`src/rtl/mw_pkg.sv`:
```
package mw_pkg;

  localparam int MW_ADDR_W  = 6;
  localparam int MW_WORD_W  = 16;
  localparam int MW_CMD_W   = 3 + MW_ADDR_W;
  localparam int MW_CNT_W   = MW_ADDR_W + 1;
  localparam int MW_DEPTH   = 1 << MW_ADDR_W;
  localparam int MW_IDX_W   = $clog2(MW_WORD_W) + 1;

  typedef enum logic [1:0] {
    K_IDLE = 2'd0,
    K_CMD  = 2'd1,
    K_DATA = 2'd2,
    K_STOP = 2'd3
  } mw_kind_e;

  // Start bit, read opcode (1,0), then the word address.
  function automatic logic [MW_CMD_W-1:0] mw_read_cmd(input logic [MW_ADDR_W-1:0] a);
    return {3'b110, a};
  endfunction

  // Command bit sent in slot idx (slot 0 goes first, MSB first).
  function automatic logic mw_cmd_bit(input logic [MW_ADDR_W-1:0] a,
                                      input logic [MW_IDX_W-1:0] idx);
    logic [MW_CMD_W-1:0] c;
    c = mw_read_cmd(a);
    return c[MW_CMD_W - 1 - int'(idx)];
  endfunction

  // Requested count limited to the array depth.
  function automatic logic [MW_CNT_W-1:0] mw_clamp_count(input logic [MW_CNT_W-1:0] c);
    if (int'(c) > MW_DEPTH) return MW_CNT_W'(MW_DEPTH);
    return c;
  endfunction

endpackage

```
`src/rtl/mw_phase_timer.sv`:
```
module mw_phase_timer #(
  parameter int HALF_CYC = 3
) (
  input  logic clk,
  input  logic rst_n,
  input  logic run,
  output logic tick
);
  localparam int CW = (HALF_CYC > 1) ? $clog2(HALF_CYC) : 1;
  localparam logic [CW-1:0] LAST = CW'(HALF_CYC - 1);

  logic [CW-1:0] cnt;

  assign tick = run && (cnt == LAST);

  always_ff @(posedge clk or negedge rst_n) begin
    if (!rst_n) begin
      cnt <= '0;
    end else if (!run || tick) begin
      cnt <= '0;
    end else begin
      cnt <= cnt + 1'b1;
    end
  end
endmodule

```
`src/rtl/mw_rx_shift.sv`:
```
module mw_rx_shift #(
  parameter int WIDTH = 16
) (
  input  logic             clk,
  input  logic             rst_n,
  input  logic             shift_en,
  input  logic             din,
  output logic [WIDTH-1:0] next_q
);
  logic [WIDTH-1:0] q;

  assign next_q = {q[WIDTH-2:0], din};

  always_ff @(posedge clk or negedge rst_n) begin
    if (!rst_n) begin
      q <= '0;
    end else if (shift_en) begin
      q <= next_q;
    end
  end
endmodule

```
`src/rtl/mw_seq.sv`:
```
module mw_seq
  import mw_pkg::*;
(
  input  logic                clk,
  input  logic                rst_n,
  input  logic                start,
  input  logic [MW_CNT_W-1:0] count_i,
  input  logic                tick,
  input  logic                din,
  output logic                cs,
  output logic                sk,
  output logic                di,
  output logic                shift_en,
  output logic                word_end,
  output logic                done,
  output logic                error,
  output logic                busy
);
  localparam logic [MW_IDX_W-1:0] CMD_LAST  = MW_IDX_W'(MW_CMD_W - 1);
  localparam logic [MW_IDX_W-1:0] DATA_LAST = MW_IDX_W'(MW_WORD_W - 1);

  mw_kind_e               kind;
  logic                   hi;
  logic [MW_IDX_W-1:0]    bit_idx;
  logic [MW_ADDR_W-1:0]   addr;
  logic [MW_ADDR_W-1:0]   last_addr;
  logic [MW_CNT_W-1:0]    eff_cnt;
  logic                   pulse_end;

  assign eff_cnt   = mw_clamp_count(count_i);
  assign busy      = (kind != K_IDLE);
  assign pulse_end = tick && hi;
  assign cs        = (kind == K_CMD) || (kind == K_DATA);
  assign sk        = hi;
  assign di        = (kind == K_CMD) && mw_cmd_bit(addr, bit_idx);
  assign shift_en  = pulse_end && (kind == K_DATA);
  assign word_end  = shift_en && (bit_idx == DATA_LAST);

  always_ff @(posedge clk or negedge rst_n) begin
    if (!rst_n) begin
      kind      <= K_IDLE;
      hi        <= 1'b0;
      bit_idx   <= '0;
      addr      <= '0;
      last_addr <= '0;
      done      <= 1'b0;
      error     <= 1'b0;
    end else begin
      done <= 1'b0;
      if (kind == K_IDLE) begin
        hi <= 1'b0;
        if (start) begin
          error <= 1'b0;
          if (eff_cnt == '0) begin
            done <= 1'b1;
          end else begin
            kind      <= K_CMD;
            bit_idx   <= '0;
            addr      <= '0;
            last_addr <= MW_ADDR_W'(eff_cnt - 1'b1);
          end
        end
      end else if (tick && !hi) begin
        hi <= 1'b1;
      end else if (pulse_end) begin
        hi <= 1'b0;
        unique case (kind)
          K_CMD: begin
            if (bit_idx == CMD_LAST) begin
              if (din) begin
                kind  <= K_IDLE;
                done  <= 1'b1;
                error <= 1'b1;
              end else begin
                kind    <= K_DATA;
                bit_idx <= '0;
              end
            end else begin
              bit_idx <= bit_idx + 1'b1;
            end
          end
          K_DATA: begin
            if (bit_idx == DATA_LAST) begin
              kind <= K_STOP;
            end else begin
              bit_idx <= bit_idx + 1'b1;
            end
          end
          K_STOP: begin
            if (addr == last_addr) begin
              kind <= K_IDLE;
              done <= 1'b1;
            end else begin
              kind    <= K_CMD;
              bit_idx <= '0;
              addr    <= addr + 1'b1;
            end
          end
          default: kind <= K_IDLE;
        endcase
      end
    end
  end
endmodule

```
`src/rtl/mw_eeprom_reader.sv`:
```
module mw_eeprom_reader
  import mw_pkg::*;
#(
  parameter int HALF_CYC = 3
) (
  input  logic                 clk,
  input  logic                 rst_n,
  input  logic                 start,
  input  logic [MW_CNT_W-1:0]  word_count,
  input  logic                 eep_do,
  output logic                 eep_cs,
  output logic                 eep_sk,
  output logic                 eep_di,
  output logic                 word_valid,
  output logic [MW_WORD_W-1:0] word_data,
  output logic                 done,
  output logic                 error
);
  logic                 tick;
  logic                 busy;
  logic                 shift_en;
  logic                 word_end;
  logic [MW_WORD_W-1:0] rx_next;

  mw_phase_timer #(.HALF_CYC(HALF_CYC)) u_timer (
    .clk   (clk),
    .rst_n (rst_n),
    .run   (busy),
    .tick  (tick)
  );

  mw_seq u_seq (
    .clk      (clk),
    .rst_n    (rst_n),
    .start    (start),
    .count_i  (word_count),
    .tick     (tick),
    .din      (eep_do),
    .cs       (eep_cs),
    .sk       (eep_sk),
    .di       (eep_di),
    .shift_en (shift_en),
    .word_end (word_end),
    .done     (done),
    .error    (error),
    .busy     (busy)
  );

  mw_rx_shift #(.WIDTH(MW_WORD_W)) u_rx (
    .clk      (clk),
    .rst_n    (rst_n),
    .shift_en (shift_en),
    .din      (eep_do),
    .next_q   (rx_next)
  );

  always_ff @(posedge clk or negedge rst_n) begin
    if (!rst_n) begin
      word_valid <= 1'b0;
      word_data  <= '0;
    end else begin
      word_valid <= word_end;
      if (word_end) word_data <= rx_next;
    end
  end
endmodule

```
`config.mk`:
```
export PLATFORM = sky130hd
export DESIGN_NAME = mw_eeprom_reader
export DESIGN_NICKNAME = d
export VERILOG_FILES = /design/src/rtl/mw_pkg.sv /design/src/rtl/mw_phase_timer.sv /design/src/rtl/mw_rx_shift.sv /design/src/rtl/mw_seq.sv /design/src/rtl/mw_eeprom_reader.sv
export SDC_FILE = /design/constraint.sdc
export NUM_CORES = 1
export LEC_CHECK = 0
export BUFFER_PORTS_ARGS = -buffer_cell sky130_fd_sc_hd__buf_2
export CAP_MARGIN = 25
export CORE_MARGIN = 8
export CORE_UTILIZATION = 58
export CTS_CLUSTER_DIAMETER = 60
export DETAILED_ROUTE_END_ITERATION = 8
export GPL_TIMING_DRIVEN = 0
export HOLD_SLACK_MARGIN = 0.15
export PLACE_DENSITY = 0.83
export SYNTH_ARGS = -nofsm -noshare
export SYNTH_HDL_FRONTEND = slang
export SYNTH_SLANG_ARGS = --single-unit
```
`constraint.sdc`:
```
create_clock -name clk -period 2.25 [get_ports clk]
set_input_delay 0.45 -clock clk [delete_from_list [all_inputs] [get_ports clk]]
set_output_delay 0.45 -clock clk [all_outputs]
set_load 0.02 [all_outputs]
```
# ---- After elaboration in Yosys (flattened, before gate mapping)
# Cells that the tools add are included.
dict set report totals {
  regBits 56
  elab_cells 113
  input_bits 11
  out_inout_bits 22
}
dict set report classes {
  n_eq_ne 16
  bitwise 1
  order_cmp 2
  muxes 53
  n_addsub 5
  n_reduce_logical 25
}
# cell count
set ops {}
lappend ops {{2-to-1 mux 5 bit} 9}
lappend ops {{2-to-1 mux 6 bit} 7}
lappend ops {{less-than comparator 32 x 6 -> 1 bit, second input constant} 1}
lappend ops {{2-to-1 mux 1 bit} 22}
lappend ops {{2-to-1 mux 2 bit} 9}
lappend ops {{AND reduction 6 bit} 3}
lappend ops {{case mux 5 bit (3 select lines)} 1}
lappend ops {{2-to-1 mux 7 bit} 2}
lappend ops {{nonzero test 2 bit} 6}
lappend ops {{equality test 5 x 4 -> 1 bit, second input constant} 2}
lappend ops {{!= test 3 bit, second input constant} 3}
lappend ops {{AND reduction 8 bit} 1}
lappend ops {{greater-than comparator 7 bit, second input constant} 1}
lappend ops {{logical NOT 7 bit} 1}
lappend ops {{adder 6 x 1 -> 6 bit, second input constant} 1}
lappend ops {{equality test 2 bit, second input constant} 3}
lappend ops {{equality test 6 bit} 1}
lappend ops {{logical AND 1 bit} 6}
lappend ops {{case mux 2 bit (3 select lines)} 1}
lappend ops {{subtractor 4 x 5 -> 6 bit, first input constant} 1}
lappend ops {{subtractor 6 x 1 -> 6 bit, second input constant} 1}
lappend ops {{adder 5 x 1 -> 5 bit, second input constant} 1}
lappend ops {{binary-select mux 1 bit (select 4 bit)} 1}
lappend ops {{!= test 2 x 1 -> 1 bit, second input constant} 2}
lappend ops {{other kinds (13)} 16}

# ---- Depth between registers and ports, before layout
dict set report depth {
  depth_word 7
  mapped_depth 9
  ltp_nobuf 8
}

# ---- Cells and area by module
# Synthesis repeated with hierarchy kept, for this count alone.
dict set report hier_totals {
  cells_unflattened 248
  area_unflattened_um2 2936.6
}
# module n_inst cells_each seq_area_each_um2 area_each_um2
set by_module_without_submodules {}
lappend by_module_without_submodules {mw_seq 1 173 550.5 1544.0}
lappend by_module_without_submodules {mw_eeprom_reader 1 35 425.4 674.4}
lappend by_module_without_submodules {mw_rx_shift 1 33 375.4 620.6}
lappend by_module_without_submodules {mw_phase_timer 1 7 50.0 97.6}

# ---- Worst setup path after synthesis
# OpenSTA, ideal clock, no wires.
dict set report synth_timing {
  kind {register to output}
  start {reg u_seq.bit_idx[0]}
  end {out eep_di}
  path_slack_ns 0.052
  path_buffers 0
  path_stages_with_launch 9
  t_arrival_ns 1.748
  required_ns 1.800
  cell_sequence {dfrtp_1 -> inv_1 -> ha_1 -> ha_1 -> nor2b_1 -> a211oi_1 -> o21ai_0 -> nand3_1 -> a21oi_1}
}
dict set report synth_via {
  elab_chain_len 5
}
# item line_no
set synth_lines {}
lappend synth_lines {{from (decl)} mw_seq.sv:24} ;# logic [MW_IDX_W-1:0] bit_idx;
lappend synth_lines {{from (signal assigned)} mw_seq.sv:79} ;# bit_idx <= bit_idx + 1'b1;
lappend synth_lines {{from (signal assigned)} mw_seq.sv:86} ;# bit_idx <= bit_idx + 1'b1;
lappend synth_lines {{subtractor 4 x 5 -> 6 bit} mw_pkg.sv:27} ;# return c[MW_CMD_W - 1 - int'(idx)];
lappend synth_lines {{binary-select mux 1 bit (select 4 bit)} mw_pkg.sv:27}
lappend synth_lines {{2-to-1 mux 1 bit (implied by the code) (2 in a row)} mw_pkg.sv:27}
lappend synth_lines {{logical AND 1 bit} mw_seq.sv:35} ;# assign di = (kind == K_CMD) && mw_cmd_bit(addr, bit_idx);
lappend synth_lines {{to (decl)} mw_eeprom_reader.sv:13} ;# output logic eep_di,
# No other way between the ends. The select of a mux whose other input is x is not followed.

# ---- Final worst setup path
# Same ends and word-level chain as after synthesis.

==> results_dict.tcl <==
set metrics [dict create \
    outcome "finished with violations" \
    violations "negative setup slack" \
    drt_iter0_markers 90 \
    min_period_ps 2330 \
    crit_chain "inv_2 > ha_4 > ha_4 > nor2b_2 > a211oi_2 > o21ai_1 > nand3_1 > a21oi_2 > buf_6" \
    synth_nets 272 \
    firstDrtPassIters 4 \
    grt_pass1_vias 1999 \
    drive_above_1_share 0.365 \
    via_per_inst 5.71 \
    rows 25 \
    grt_usage 0.154 \
    detailedPlace.worstSlack_ps -218 \
    vias 2100 \
    crit_family "flip-flops" \
    ys_seq_area_frac 0.487 \
    routed_wl_um 5670 \
    synth.largest_area_cell "dfrtp_1" \
    areaGrowthSynthToFinish_pct 19.7 \
    synth_top_area_share 0.487 \
    wire_per_inst_um 15.4 \
    die_area_mm2 0.00747 \
    diodes 0 \
    syn_inst 250 \
    crit_type "flop to output pin" \
    endpoint_kind "output pin" \
    hold_ws_ps 382 \
    required_ps 1800 \
    critPathLaunchType "flop" \
    yosysWarnings 0 \
    fin_tns_setup_ps -84.3 \
    min_from "eep_do" \
    cts_max_level 2 \
    grt_pass1_wl_um 9340 \
    ir_drop_uv 639 \
    r2r_setup_slack_ps 0 \
    cts_tree "done" \
    skew_ps 7.27 \
    hold_path.class "input port to flop" \
    clkLatencyLatePin_ps 300 \
    dpl.cell_count 350 \
    synth_edf_count 0 \
    power.leakage_nw 1.63 \
    overflow 0 \
    routabilityCongestion 0.814 \
    netlist_area_mm2 0.00288 \
    cp.arrival_ps 1880 \
    ys_types 56 \
    worst-path-buf-inv 2 \
    die_y_um 86.4 \
    clock_path_buffers 2 \
    grt_antenna_before_repair 0 \
    grt_max_degree 39 \
    holdPathStages 2 \
    ys_ff_latch 56 \
    cts-buffers-inserted 5 \
    crit_top_cell "ha_4" \
    synth.area.top_cells "dfrtp_1 (49%), mux2_2 (13%), ha_1 (4.8%)" \
    clkTransAtPathRegs_ps 90 \
    cts.sink_count 56 \
    reg2reg_to "u_seq.bit_idx[4]" \
    hold_viol 0 \
    fmax_ghz 0.428 \
    ant_nets 0 \
    r2r-start "u_seq.bit_idx[1]" \
    fin_nets 323 \
    drc 0 \
    cpPeakStageDelay_ps 400 \
    relSlewSlack 0.698 \
    final-setup-viol-count 1 \
    final_core_util 0.724 \
    tightest_slew_ps 451 \
    synthTopCellsByCount "dfrtp_1 (56), mux2_2 (32), nand2_1 (19)" \
    die_x_um 86.4 \
    core-area_mm2 0.00475 \
    dp_hpwl_um 4050 \
    start_util 0.605 \
    root_buffer "clkbuf_8" \
    period_share 1.04 \
    slew_viol_final 0 \
    path_max_fanout 5 \
    io_pins 33 \
    grt_setup_unrepaired "true" \
    synth_ff_type "dfrtp_1" \
    synth.most_common_cell "dfrtp_1" \
    powerDensity_mw_per_mm2 1000 \
    slowest_stage "dfrtp_1" \
    syn_avg_cell_area_um2 11.5 \
    async_flop_share 1.00 \
    rr_worst_depth 10 \
    setup_ws_ps -84.3 \
    io_buffers 32 \
    final_cells 368 \
    cap_violations 0 \
]
-- power by group --
group | switching, mW | leakage [nW] | internal, mW | total [mW]
clock network | 0.304 | 0.0642 | 0.438 | 0.742
logic | 0.776 | 0.818 | 0.646 | 1.42
registers | 0.137 | 0.749 | 1.15 | 1.28
total | 1.22 | 1.63 | 2.23 | 3.45
-- cells by family (layout without fill, tap and decap cells) --
| kind of cell | count (synthesis) | count (layout) | synth area share |
|---|---|---|---|
| XOR/XNOR | 11 | 11 | 0.0335 |
| buffers and inverters | 22 | 73 | 0.0304 |
| multiplexers | 35 | 35 | 0.137 |
| AND/OR/NAND/NOR | 72 | 72 | 0.151 |
| adder cells (fa/ha/maj) | 11 | 11 | 0.0478 |
| flip-flops | 56 | 56 | 0.487 |
| AO/OA/AOI/OAI | 43 | 43 | 0.112 |
-- per-layer routing --
layer	GRT usage	up-vias	wire length (um)
met3	0.0350	9	291
met4	0.0595	0	88
li1	-	1010	-
met2	0.251	46	2800
met5	0	-	0
met1	0.194	1035	2500
-- cells in the final DEF (no fill, tap or decap), drive strengths merged, types with 4 or more instances in the layout --
| cell | instances |
|---|---|
| clkbuf | 8 |
| nor3 | 6 |
| buf | 47 |
| ha | 11 |
| o311ai | 4 |
| xnor2 | 10 |
| dfrtp | 56 |
| inv | 15 |
| nor2 | 10 |
| nand2 | 19 |
| a21oi | 8 |
| nand2b | 5 |
| o21ai | 10 |
| mux2 | 33 |
| nand3 | 6 |
-- state kept, by name, summed over array words and instances (netlist names), named ones only --
signal           cells
word_data           16
u_rx.q              15
u_seq.addr           6
u_seq.last_addr      6
u_seq.bit_idx        5
u_timer.cnt          2
u_seq.done           1
u_seq.error          1
u_seq.kind           1
u_seq.sk             1
word_valid           1
-- per-stage QoR --
step,total power [mW],instance area [um2]
6_report,3.45,3440
3_3_place_gp,2.41,3120
5_1_grt,3.66,3440
2_1_floorplan,2.17,2880
4_1_cts,3.34,3340
3_5_place_dp,2.46,3140
-- worst reg2reg max path, stage by stage (launching register included) --
cell and delay (ps):
dfrtp_1 400, buf_4 130, buf_4 130, ha_4 160, and3_4 180, ha_4 170, nand2_2 80, nor2_2 50
nor4b_4 250, a21boi_4 270, mux2_4 310
-- final cells by class --
cell class | instances | area, um2
well taps | 67 | 83.8
flip-flops and latches | 56 | 1400
repair buffers | 45 | 283
multi-input cells | 172 | 1460
inverters | 15 | 56.3
clock buffers | 5 | 68.8
plain buffers | 6 | 27.5
fillers | 337 | 1310
clock inverters | 2 | 60.1
-- worst max path at each step --
stage                          start                to  slack (ps)  cells after the start
global placement       word_count[6]  u_seq.bit_idx[4]        -180                      8
global route        u_seq.bit_idx[2]            eep_di        -200                      8
detailed placement     word_count[6]  u_seq.bit_idx[4]        -220                      8
CTS                 u_seq.bit_idx[0]            eep_di         -80                      8
floorplan           u_seq.bit_idx[0]            eep_di          50                      8
finish              u_seq.bit_idx[0]            eep_di         -80                      9
-- repair_timing --
item,in CTS,in global routing
endpoints found under the setup margin,11,8
hold buffers,1,0
resized for setup,10,11
buffers inserted,4,7
endpoints found under the hold margin,18,0
pin swaps,3,3
(Power assumes the default switching activity.)
